==> config.mk <==
export PLATFORM = sky130hd
export DESIGN_NAME = gpio_event_ctrl
export DESIGN_NICKNAME = d
export VERILOG_FILES = /design/src/rtl/gpio_event_pkg.sv /design/src/rtl/gpio_bus_ctrl.sv /design/src/rtl/gpio_datapath.sv /design/src/rtl/gpio_event_ctrl.sv
export SDC_FILE = /design/constraint.sdc
export NUM_CORES = 1
export LEC_CHECK = 0
export ABC_AREA = 1
export BUFFER_PORTS_ARGS = -buffer_cell sky130_fd_sc_hd__buf_2
export CAP_MARGIN = 20
export CORE_AREA = 2 2 346 348
export CTS_BUF_LIST = sky130_fd_sc_hd__clkbuf_4
export CTS_CLUSTER_DIAMETER = 50
export CTS_CLUSTER_SIZE = 30
export DETAILED_ROUTE_END_ITERATION = 8
export DIE_AREA = 0 0 348 350
export PLACE_DENSITY = 0.55
export SETUP_SLACK_MARGIN = 0.05
export SLEW_MARGIN = 10
export SYNTH_ARGS = -nofsm -noshare
export SYNTH_HDL_FRONTEND = slang
export SYNTH_SLANG_ARGS = --single-unit
==> constraint.sdc <==
create_clock -name clk -period 3.2 [get_ports clk]
set_input_delay 0.32 -clock clk [delete_from_list [all_inputs] [get_ports clk]]
set_output_delay 0.32 -clock clk [all_outputs]
set_load 0.02 [all_outputs]
==> src/rtl/gpio_event_pkg.sv <==
package gpio_event_pkg;

  typedef enum logic [3:0] {
    K_NONE, K_FSEL, K_SET, K_CLR, K_LEV, K_EDS,
    K_REN, K_FEN, K_HEN, K_LEN, K_PMODE, K_PCLK
  } regKind_e;

  // strobe bundle from bus control to datapath
  typedef struct packed {
    logic     wrStb;
    regKind_e kind;
    logic [2:0] idx;
  } busStrobe_t;

  localparam logic [2:0] FUNC_OUTPUT = 3'd1;
  localparam int BANK_W = 32;
  localparam int FIELDS_PER_WORD = 10;

endpackage

==> src/rtl/gpio_bus_ctrl.sv <==
module gpio_bus_ctrl
  import gpio_event_pkg::*;
#(
  parameter int ADDR_W = 5,
  parameter int NUM_FSEL_REGS = 6
) (
  input  logic [ADDR_W-1:0] busAddr,
  input  logic              busWrEn,
  output busStrobe_t        strb
);

  localparam int BASE_PAIR = NUM_FSEL_REGS;

  int unsigned addrI;
  int unsigned pairOff;

  always_comb begin
    addrI   = int'(busAddr);
    pairOff = 0;
    strb.kind = K_NONE;
    strb.idx  = '0;
    if (addrI < NUM_FSEL_REGS) begin
      strb.kind = K_FSEL;
      strb.idx  = 3'(addrI);
    end else begin
      pairOff  = addrI - BASE_PAIR;
      strb.idx = {2'b00, pairOff[0]};
      case (pairOff >> 1)
        0: strb.kind = K_SET;
        1: strb.kind = K_CLR;
        2: strb.kind = K_LEV;
        3: strb.kind = K_EDS;
        4: strb.kind = K_REN;
        5: strb.kind = K_FEN;
        6: strb.kind = K_HEN;
        7: strb.kind = K_LEN;
        8: begin
          strb.kind = pairOff[0] ? K_PCLK : K_PMODE;
          strb.idx  = '0;
        end
        9: if (!pairOff[0]) begin
          strb.kind = K_PCLK;
          strb.idx  = 3'd1;
        end
        default: strb.kind = K_NONE;
      endcase
    end
    strb.wrStb = busWrEn && (strb.kind != K_NONE);
  end

endmodule

==> src/rtl/gpio_datapath.sv <==
module gpio_datapath
  import gpio_event_pkg::*;
#(
  parameter int NUM_PINS = 54,
  parameter int NUM_FSEL_REGS = 6
) (
  input  logic                  clk,
  input  logic                  rstN,
  input  busStrobe_t            strb,
  input  logic [BANK_W-1:0]     wdata,
  input  logic [NUM_PINS-1:0]   pinIn,
  output logic [BANK_W-1:0]     rdata,
  output logic [NUM_PINS-1:0]   pinOut,
  output logic [NUM_PINS-1:0]   pinOe,
  output logic [2*NUM_PINS-1:0] pinPull,
  output logic [1:0]            irq
);

  localparam int VEC_W = 2 * BANK_W;
  localparam int FSEL_FIELDS = NUM_FSEL_REGS * FIELDS_PER_WORD;
  localparam logic [VEC_W-1:0] PIN_MASK =
    {{(VEC_W-NUM_PINS){1'b0}}, {NUM_PINS{1'b1}}};

  function automatic logic [VEC_W-1:0] placeLane(input logic [BANK_W-1:0] d, input logic bank);
    return bank ? {d, {BANK_W{1'b0}}} : {{BANK_W{1'b0}}, d};
  endfunction

  function automatic logic [BANK_W-1:0] pickLane(input logic [VEC_W-1:0] v, input logic bank);
    return bank ? v[VEC_W-1:BANK_W] : v[BANK_W-1:0];
  endfunction

  logic [VEC_W-1:0] outVal, renR, fenR, henR, lenR, eds, pclk;
  logic [VEC_W-1:0] syncA, syncB, prevB;
  logic [VEC_W-1:0] laneSel, wdPlaced, detect, edsClr, pclkRise;
  logic [1:0]       pmode;
  logic [2:0]       fsel [NUM_PINS];
  logic [1:0]       pull [NUM_PINS];
  logic [3*FSEL_FIELDS-1:0] fselFlat;
  logic             wrBank;

  assign wrBank   = strb.idx[0];
  assign laneSel  = placeLane({BANK_W{1'b1}}, wrBank);
  assign wdPlaced = placeLane(wdata, wrBank) & PIN_MASK;
  assign edsClr   = (strb.wrStb && strb.kind == K_EDS) ? wdPlaced : '0;
  assign pclkRise = (strb.wrStb && strb.kind == K_PCLK) ? (wdPlaced & ~pclk) : '0;

  assign detect = ((syncB & ~prevB & renR) | (~syncB & prevB & fenR) |
                   (syncB & henR) | (~syncB & lenR)) & PIN_MASK;

  // control registers
  always_ff @(posedge clk or negedge rstN) begin
    if (!rstN) begin
      outVal <= '0; renR <= '0; fenR <= '0; henR <= '0; lenR <= '0;
      pclk <= '0; pmode <= '0;
    end else if (strb.wrStb) begin
      case (strb.kind)
        K_SET:   outVal <= outVal | wdPlaced;
        K_CLR:   outVal <= outVal & ~wdPlaced;
        K_REN:   renR   <= (renR & ~laneSel) | wdPlaced;
        K_FEN:   fenR   <= (fenR & ~laneSel) | wdPlaced;
        K_HEN:   henR   <= (henR & ~laneSel) | wdPlaced;
        K_LEN:   lenR   <= (lenR & ~laneSel) | wdPlaced;
        K_PCLK:  pclk   <= (pclk & ~laneSel) | wdPlaced;
        K_PMODE: pmode  <= wdata[1:0];
        default: ;
      endcase
    end
  end

  // synchronizer, edge history and sticky status (detection wins over clear)
  always_ff @(posedge clk or negedge rstN) begin
    if (!rstN) begin
      syncA <= '0; syncB <= '0; prevB <= '0; eds <= '0;
    end else begin
      syncA <= {{(VEC_W-NUM_PINS){1'b0}}, pinIn};
      syncB <= syncA;
      prevB <= syncB;
      eds   <= (eds & ~edsClr) | detect;
    end
  end

  genvar p;
  generate
    for (p = 0; p < NUM_PINS; p++) begin : g_pin
      localparam int WORD_I = p / FIELDS_PER_WORD;
      localparam int OFF_I  = 3 * (p % FIELDS_PER_WORD);
      always_ff @(posedge clk or negedge rstN) begin
        if (!rstN) begin
          fsel[p] <= '0;
          pull[p] <= '0;
        end else begin
          if (strb.wrStb && strb.kind == K_FSEL && int'(strb.idx) == WORD_I)
            fsel[p] <= wdata[OFF_I +: 3];
          if (pclkRise[p])
            pull[p] <= pmode;
        end
      end
      assign fselFlat[3*p +: 3]  = fsel[p];
      assign pinOe[p]            = (fsel[p] == FUNC_OUTPUT);
      assign pinPull[2*p +: 2]   = pull[p];
    end
    for (p = NUM_PINS; p < FSEL_FIELDS; p++) begin : g_fill
      assign fselFlat[3*p +: 3] = 3'b000;
    end
  endgenerate

  always_comb begin
    rdata = '0;
    case (strb.kind)
      K_FSEL:  rdata = {2'b00, fselFlat[30*int'(strb.idx) +: 30]};
      K_LEV:   rdata = pickLane(syncB, wrBank);
      K_EDS:   rdata = pickLane(eds, wrBank);
      K_REN:   rdata = pickLane(renR, wrBank);
      K_FEN:   rdata = pickLane(fenR, wrBank);
      K_HEN:   rdata = pickLane(henR, wrBank);
      K_LEN:   rdata = pickLane(lenR, wrBank);
      K_PCLK:  rdata = pickLane(pclk, wrBank);
      K_PMODE: rdata = {30'd0, pmode};
      default: rdata = '0;
    endcase
  end

  assign pinOut = outVal[NUM_PINS-1:0];
  assign irq    = {|eds[VEC_W-1:BANK_W], |eds[BANK_W-1:0]};

  assert_set_high_R3: assert property (@(posedge clk) disable iff (!rstN)
    (strb.wrStb && strb.kind == K_SET) |=> ((outVal & $past(wdPlaced)) == $past(wdPlaced)));

  assert_clr_low_R4: assert property (@(posedge clk) disable iff (!rstN)
    (strb.wrStb && strb.kind == K_CLR) |=> ((outVal & $past(wdPlaced)) == '0));

  assert_rise_caught_R6: assert property (@(posedge clk) disable iff (!rstN)
    ((syncB & ~prevB & renR) != '0) |=> ((eds & $past(syncB & ~prevB & renR)) == $past(syncB & ~prevB & renR)));

  assert_eds_sticky_R10: assert property (@(posedge clk) disable iff (!rstN)
    !(strb.wrStb && strb.kind == K_EDS) |=> ((eds & $past(eds)) == $past(eds)));

  assert_pull_hold_R12: assert property (@(posedge clk) disable iff (!rstN)
    !(strb.wrStb && strb.kind == K_PCLK) |=> $stable(pinPull));

endmodule

==> src/rtl/gpio_event_ctrl.sv <==
module gpio_event_ctrl
  import gpio_event_pkg::*;
#(
  parameter int NUM_PINS = 54,
  parameter int ADDR_W = 5
) (
  input  logic                  clk,
  input  logic                  rstN,
  input  logic [ADDR_W-1:0]     busAddr,
  input  logic                  busWrEn,
  input  logic [31:0]           busWdata,
  output logic [31:0]           busRdata,
  input  logic [NUM_PINS-1:0]   pinIn,
  output logic [NUM_PINS-1:0]   pinOut,
  output logic [NUM_PINS-1:0]   pinOe,
  output logic [2*NUM_PINS-1:0] pinPull,
  output logic [1:0]            irq
);

  localparam int NUM_FSEL_REGS = (NUM_PINS + FIELDS_PER_WORD - 1) / FIELDS_PER_WORD;

  busStrobe_t strb;

  gpio_bus_ctrl #(.ADDR_W(ADDR_W), .NUM_FSEL_REGS(NUM_FSEL_REGS)) ctrl_i (
    .busAddr(busAddr), .busWrEn(busWrEn), .strb(strb)
  );

  gpio_datapath #(.NUM_PINS(NUM_PINS), .NUM_FSEL_REGS(NUM_FSEL_REGS)) dp_i (
    .clk(clk), .rstN(rstN), .strb(strb), .wdata(busWdata), .pinIn(pinIn),
    .rdata(busRdata), .pinOut(pinOut), .pinOe(pinOe), .pinPull(pinPull), .irq(irq)
  );

endmodule

==> flow_metrics.py, run 1 <==
metrics = {
    "cells_and_area": {
        "nFillCells": 12090,
        "final_layout_size_suffix_gt1_share_pct": 14.28,
        "nets": 5324,
        "finish.utilization_pct": 39.19,
        "layout-area-overhead-vs-synth_pct": 19.11,
    },
    "global_route": {
        "overflow": 0,
        "antenna_found_initial": 6,
        "global_route.usage.total_pct": 24.01,
        "grt_max_degree": 97,
        "grt_pass1_wl_um": 219400,
        "grt_pass1_vias": 33150,
    },
    "yosys": {
        "synth_nets": 4843,
        "synth-async-reset-ratio_pct": 100.0,
        "ys_top_cells_by_count": "1576 x sky130_fd_sc_hd__nand2_1, 862 x sky130_fd_sc_hd__dfrtp_1, 523 x sky130_fd_sc_hd__o21ai_0",
        "synth_edf_count": 0,
        "post-synth-top-area-fraction_pct": 55.66,
        "synth_warnings": 0,
        "synth-seq-area-share_pct": 55.66,
        "number_of_instances_in_the_synthesized_netlist": 4749,
        "yosysUniqueCellTypes": 40,
        "postSynthRegisterBits": 862,
        "netlist_area_um2": 38750,
        "synth_top_area_cell": "sky130_fd_sc_hd__dfrtp_1",
        "yosys.cell_count.top_type": "sky130_fd_sc_hd__nand2_1",
        "synth.top_cells.by_area": "sky130_fd_sc_hd__dfrtp_1 56%, sky130_fd_sc_hd__nand2_1 15%, sky130_fd_sc_hd__o21ai_0 6.8%",
        "synth.avg_cell_area_um2": 8.160,
        "dominant_synthesized_flop_cell": "sky130_fd_sc_hd__dfrtp_1",
    },
    "power_and_ir_drop": {
        "p_leak_uw": 0.02268,
        "power.share.clock_pct": 27.8,
        "comb_power_share_pct": 21.5,
        "power.switching_uw": 9716,
        "cellPowerDensity_nw_per_um2": 588.1,
        "irDropWorstVdd_mv": 0.4322,
        "power_share_of_the_sequential_group_pct": 50.8,
        "internal-power_uw": 17430,
        "sw_frac_of_total_pct": 35.80,
    },
    "timing": {
        "rsz0062_at_grt": "no",
        "drv_slew": 0,
        "totalNegativeSetupSlack_ns": 0,
        "period_minus_slack_ns": 3.047,
        "timing.final.setup_violations": 0,
        "hold_violations": 0,
        "finalCritPeriodShare_pct": 95.22,
        "tightest_slew_ns": 0.8082,
        "maxClockFrequency_ghz": 0.3282,
        "slew_headroom_pct": 46.06,
        "timing.clock.skew_ns": 0.08556,
    },
    "clock_network": {
        "cts.root.buffer_cell": "sky130_fd_sc_hd__clkbuf_4",
        "cts-buffers-inserted": 111,
        "clk_pin_slew_worst_paths_ns": 0.14,
        "ctsLongestPathBuffers": 3,
        "clock_sink_count": 862,
        "cts_tree": "yes",
        "cts_setup_buffers": 0,
        "worstSkewPairLatency_ns": 1.05,
        "htree_levels": 3,
    },
    "worst_hold_path": {
        "hold_path_end": "dp_i.fsel[74]$_DFFE_PN0P_",
        "worst_hold_path_type": "in -> reg",
        "min_delay_path_depth": 4,
        "hold_path_startpoint": "busWdata[29]",
    },
    "detailed_routing": {
        "first_pass_iteration_count_of_the_detailed_router": 6,
        "post-route-drc-count": 0,
        "initialDrtViolationCount": 3273,
        "postRouteAntennaNets": 0,
        "wl_um": 147800,
        "route.detailed.wl_per_inst_um": 21.54,
        "avgViaCountPerCell": 5.021,
        "route.vias.total": 34450,
    },
    "setup_path": {
        "worst_ep_arrival_time_ns": 2.73,
        "path_max_fanout": 8,
        "timing.rr.end": "dp_i.pinPull[46]$_DFFE_PN0P_",
        "crit-reg2reg-launch": "dp_i.pmode[0]$_DFFE_PN0P_",
        "worst_setup_sp_type": "input port",
        "timing.setup.critical_path_class": "in -> out",
        "wp_data_required_ns": 2.88,
        "worst_r2r_path_depth": 3,
        "setup.reg_to_reg.worst_slack_ns": 1.53,
        "crit_path_end_kind": "primary output",
    },
    "die": {
        "ios": 344,
        "die_h_um": 350,
        "num_rows": 126,
        "dieWidth_um": 348,
        "fp.dieArea_um2": 121800,
        "floorplan.initialDensity_pct": 32.91,
        "placeableCoreArea_um2": 117800,
    },
    "status": {
        "status": "finished clean",
    },
    "place": {
        "buffer_ports.inserted": 343,
        "hpwl_um": 104700,
        "gpl.final_weighted_congestion": 0.9030,
    },
    "run": {
        "maxCapViolations": 0,
    },
}
logic make-up (layout without fill, tap and decap cells):
family	count (synthesis)	in the layout	share of synthesized area [%]
buffers and inverters	703	1275	7.494
AND/OR/NAND/NOR	2286	2286	25.08
other	0	4	0
flip-flops	862	862	55.66
AO/OA/AOI/OAI	898	898	11.76
through the flow:
stage	cells	setup WS, ns	area (um2)	total power (uW)	hold WS [ns]
finish	6861	0.1530	46160	27140	0.1175
global route	6861	0.04307	46160	28680	0.03130
CTS	6857	0.05600	46120	27440	0.003009
detailed placement	6502	0.05795	42740	19700	0.3053
global placement	6502	0.1013	42740	19610	0.3006
floorplan	4749	1.105	38750	17110	0.02441
power by group through the flow:
stage | logic (uW) | clock network (uW) | registers, uW
after floorplan | 3090 | 0 | 14000
after global placement | 5660 | 0 | 14000
after detailed placement | 5730 | 0 | 14000
after CTS | 5890 | 7780 | 13800
after global routing | 6500 | 8200 | 14000
final | 5830 | 7530 | 13800
what timing repair did:
| action | in CTS | in global routing |
|---|---|---|
| cloned | 0 | 0 |
| resized for setup | 9 | 7 |
| endpoints found under the hold margin | 1399 | 0 |
| endpoints found under the setup margin | 2 | 5 |
| pin swaps | 1 | 0 |
| hold buffers | 151 | 0 |
routing by layer:
metal | global-route usage (%) | wire length (um)
met1 | 32.00 | 62970
met2 | 39.04 | 69170
met3 | 3.487 | 8714
met4 | 10.25 | 6891
met5 | 0 | 21
layout by cell type (no fill, tap or decap), types with 136 or more instances in the layout:
master / Yosys / routed
sky130_fd_sc_hd__nand3_1: 174 / 172
sky130_fd_sc_hd__inv_1: 404 / 400
sky130_fd_sc_hd__buf_2: 100 / 341
sky130_fd_sc_hd__dlygate4sd3_1: 0 / 150
sky130_fd_sc_hd__nand2_1: 1576 / 1573
sky130_fd_sc_hd__a21oi_1: 136 / 136
sky130_fd_sc_hd__dfrtp_1: 862 / 862
sky130_fd_sc_hd__o21ai_1: 217 / 217
sky130_fd_sc_hd__o21ai_0: 523 / 523
sky130_fd_sc_hd__nand4_1: 145 / 145
sky130_fd_sc_hd__nor2_1: 265 / 261
worst max path at each step:
stage | from | endpoint | slack, ns | depth (start not counted)
final | busAddr[2] | busRdata[9] | 0.15 | 12
after detailed placement | busAddr[3] | busRdata[15] | 0.06 | 11
after global routing | dp_i.eds[8]$_DFF_PN0_ | irq[0] | 0.04 | 5
after global placement | busAddr[3] | busRdata[15] | 0.10 | 11
after CTS | busAddr[3] | busRdata[15] | 0.06 | 11
after floorplan | busAddr[1] | busRdata[1] | 1.11 | 12
area by class of cell:
type	count	area (um2)	area share (%)
diodes	4	10.01	0.02169
clock inverters	82	863.3	1.870
inverters	426	1608	3.483
well taps	1536	1922	4.164
repair buffers	645	4866	10.54
multi-input cells	3184	14400	31.20
flip-flops and latches	862	21570	46.73
clock buffers	122	915.9	1.984
worst max-delay path: stages:
cell	delay, ns
sky130_fd_sc_hd__buf_2	0.22
sky130_fd_sc_hd__inv_2	0.14
sky130_fd_sc_hd__nand4_2	0.20
sky130_fd_sc_hd__dlygate4sd3_1	0.61
sky130_fd_sc_hd__buf_4	0.18
sky130_fd_sc_hd__nor2_1	0.05
sky130_fd_sc_hd__nor2_1	0.22
sky130_fd_sc_hd__nand3_1	0.12
sky130_fd_sc_hd__nand2_1	0.08
sky130_fd_sc_hd__nand3_1	0.14
sky130_fd_sc_hd__nand3_1	0.22
sky130_fd_sc_hd__buf_2	0.21
Power figures use the tool's default switching activity.
==> run 2: changes to the inputs <==
--- a/config.mk
+++ b/config.mk
@@ -9,12 +9,11 @@
 export BUFFER_PORTS_ARGS = -buffer_cell sky130_fd_sc_hd__buf_2
 export CAP_MARGIN = 20
 export CORE_AREA = 2 2 346 348
-export CTS_BUF_LIST = sky130_fd_sc_hd__clkbuf_4
 export CTS_CLUSTER_DIAMETER = 50
 export CTS_CLUSTER_SIZE = 30
 export DETAILED_ROUTE_END_ITERATION = 8
 export DIE_AREA = 0 0 348 350
-export PLACE_DENSITY = 0.55
+export PLACE_DENSITY = 0.57
 export SETUP_SLACK_MARGIN = 0.05
 export SLEW_MARGIN = 10
 export SYNTH_ARGS = -nofsm -noshare
==> constraint.sdc (replaced) <==
create_clock -name clk -period 2.6 [get_ports clk]
set_input_delay 0.26 -clock clk [delete_from_list [all_inputs] [get_ports clk]]
set_output_delay 0.26 -clock clk [all_outputs]
set_load 0.02 [all_outputs]
==> flow_metrics.py, run 2 (synthesized netlist as in run 1, its figures left out) <==
metrics = {
    "cells_and_area": {
        "layout-area-overhead-vs-synth_pct": 25.20,
        "layout.cells.most_common": "sky130_fd_sc_hd__nand2_1",
        "most-common-layout-cells": "1573 x sky130_fd_sc_hd__nand2_1, 859 x sky130_fd_sc_hd__dfrtp_1, 522 x sky130_fd_sc_hd__o21ai_0",
        "nFillCells": 11740,
        "nets": 5330,
        "final_layout_size_suffix_gt1_share_pct": 15.93,
    },
    "place": {
        "hpwl_um": 107600,
        "buffer_ports.inserted": 343,
        "dp_worst_setup_slack_ns": 0.03733,
        "gpl.final_weighted_congestion": 0.9201,
    },
    "timing": {
        "hold_violations": 0,
        "finalCritPeriodShare_pct": 96.82,
        "rsz0062_at_grt": "yes",
        "tightest_slew_ns": 0.7531,
        "worst_slack_ns": 0.08261,
        "timing.final.setup_violations": 0,
        "totalNegativeSetupSlack_ns": 0,
        "slew_headroom_pct": 49.74,
        "maxClockFrequency_ghz": 0.3972,
        "timing.clock.skew_ns": 0.05034,
        "period_minus_slack_ns": 2.517,
        "drv_slew": 0,
    },
    "die": {
        "num_rows": 126,
        "floorplan.initialDensity_pct": 32.91,
        "placeableCoreArea_um2": 117800,
        "dieWidth_um": 348,
        "fp.dieArea_um2": 121800,
        "ios": 344,
        "die_h_um": 350,
    },
    "setup_path": {
        "crit_path_max_incr_delay_ns": 0.39,
        "timing.setup.critical_path_class": "reg -> out",
        "critical_path_buf_inv_count": 2,
        "crit_slowest_cell": "sky130_fd_sc_hd__dfrtp_1",
        "crit_path_end_kind": "primary output",
        "worst_setup_sp_type": "flop",
        "crit_path_cell_trace": "nor2_2 > nand3_1 > nor4_1 > buf_4 > nand4_1 > buf_4",
        "worst_path_most_repeated_cell": "sky130_fd_sc_hd__buf_4",
        "wp_data_required_ns": 2.34,
        "worst_ep_arrival_time_ns": 2.26,
        "path_max_fanout": 2,
        "cell_family_with_most_cp_delay": "simple AND/OR/NAND/NOR gates",
    },
    "clock_network": {
        "clock_sink_count": 862,
        "ctsLongestPathBuffers": 3,
        "cts_tree": "yes",
        "worstSkewPairLatency_ns": 0.73,
        "cts-buffers-inserted": 114,
        "clk_pin_slew_worst_paths_ns": 0.07,
        "htree_levels": 3,
        "cts.root.buffer_cell": "sky130_fd_sc_hd__clkbuf_16",
    },
    "power_and_ir_drop": {
        "comb_power_share_pct": 17.8,
        "p_leak_uw": 0.02384,
        "power_share_of_the_sequential_group_pct": 41.4,
        "internal-power_uw": 27500,
        "report.power.total_uw": 41040,
        "power.switching_uw": 13540,
        "irDropWorstVdd_mv": 0.6059,
        "power.share.clock_pct": 40.8,
        "sw_frac_of_total_pct": 32.99,
        "cellPowerDensity_nw_per_um2": 845.9,
    },
    "worst_hold_path": {
        "worst_hold_path_type": "in -> async",
    },
    "global_route": {
        "grt_pass1_wl_um": 222200,
        "global_route.usage.total_pct": 24.48,
        "grt_max_degree": 106,
        "overflow": 0,
        "antenna_found_initial": 4,
        "grt_pass1_vias": 33410,
    },
    "detailed_routing": {
        "met3_wirelength_um": 9332,
        "postRouteAntennaNets": 0,
        "route.vias.total": 34760,
        "avgViaCountPerCell": 5.061,
        "initialDrtViolationCount": 3240,
        "met2RoutedLength_um": 71520,
        "post-route-drc-count": 0,
        "drt-met1-wl_um": 62590,
        "first_pass_iteration_count_of_the_detailed_router": 5,
        "route.detailed.wl_per_inst_um": 21.97,
        "wl_um": 150900,
        "top_layer_used": "met5",
    },
    "run": {
        "maxCapViolations": 0,
    },
    "status": {
        "status": "finished clean",
    },
}
-- run 2: changes by cell type in the layout (fill, tap and decap cells not counted), moves of 9 or more --
cell	change
sky130_fd_sc_hd__clkbuf_4	-122
sky130_fd_sc_hd__clkinv_8	+16
sky130_fd_sc_hd__dlygate4sd3_1	-65
sky130_fd_sc_hd__clkinv_2	-9
sky130_fd_sc_hd__clkbuf_8	+9
sky130_fd_sc_hd__buf_4	+59
sky130_fd_sc_hd__buf_12	+9
sky130_fd_sc_hd__clkbuf_16	+117
-- run 2: power groups by stage --
stage / Combinational (uW) / Sequential, uW / Clock (uW)
floorplan: 3800 / 17300 / 0
global placement: 7130 / 17200 / 0
detailed placement: 7220 / 17200 / 0
CTS: 7350 / 17000 / 17000
global route: 8160 / 17200 / 17600
finish: 7330 / 17000 / 16700
-- run 2: final timing paths --
check / start / end / slack (ns) / cells past startpoint
min in group clk: busWdata[11] / dp_i.eds[11]$_DFF_PN0_ / 0.09 / 6
worst max-delay path: dp_i.eds[39]$_DFF_PN0_ / irq[1] / 0.08 / 6
max in group asynchronous: rstN / async pin / 1.50 / 3
worst min-delay path: rstN / dp_i.prevB[11]$_DFF_PN0_ / 0.09 / 2
worst min register to register: dp_i.syncA[18]$_DFF_PN0_ / dp_i.syncB[18]$_DFF_PN0_ / 0.35 / 0
worst max register to register: dp_i.pmode[0]$_DFFE_PN0P_ / dp_i.pinPull[40]$_DFFE_PN0P_ / 0.95 / 3
-- run 2: metrics by stage --
step / util (%) / hold slack, ns / instances / instance area (um2)
floorplan: - / -0.03559 / 4749 / 38750
global route: 41.20 / 0.09318 / 6867 / 48510
finish: 41.20 / 0.08786 / 6868 / 48520
detailed placement: 36.77 / 0.2528 / 6561 / 43310
global placement: 36.77 / 0.2504 / 6561 / 43310
CTS: 41.06 / 0.04090 / 6859 / 48350
-- run 2: repair_timing --
action                                  CTS  global route
hold endpoints to repair                424             0
endpoints found under the setup margin    4            21
gates resized for setup                  14            18
hold buffers                             85             0
pin swaps                                 1             8
setup buffers                             2             6
gates cloned                              0             2
-- run 2: cell type report --
| class | instances | area (um2) | area share (%) |
|---|---|---|---|
| flip-flops and latches | 862 | 21570 | 44.47 |
| diodes | 1 | 2.502 | 0.005158 |
| clock buffers | 127 | 3013 | 6.210 |
| inverters | 426 | 1604 | 3.306 |
| repair buffers | 648 | 4878 | 10.06 |
| well taps | 1536 | 1922 | 3.961 |
| multi-input cells | 3184 | 14420 | 29.72 |
| clock inverters | 84 | 1104 | 2.275 |
-- run 2: layer usage --
layer | vias up | GRT usage, %
li1 | 16330 | -
met1 | 16880 | 31.77
met2 | 1277 | 40.39
met3 | 277 | 3.811
met4 | 2 | 10.96
met5 | - | 0
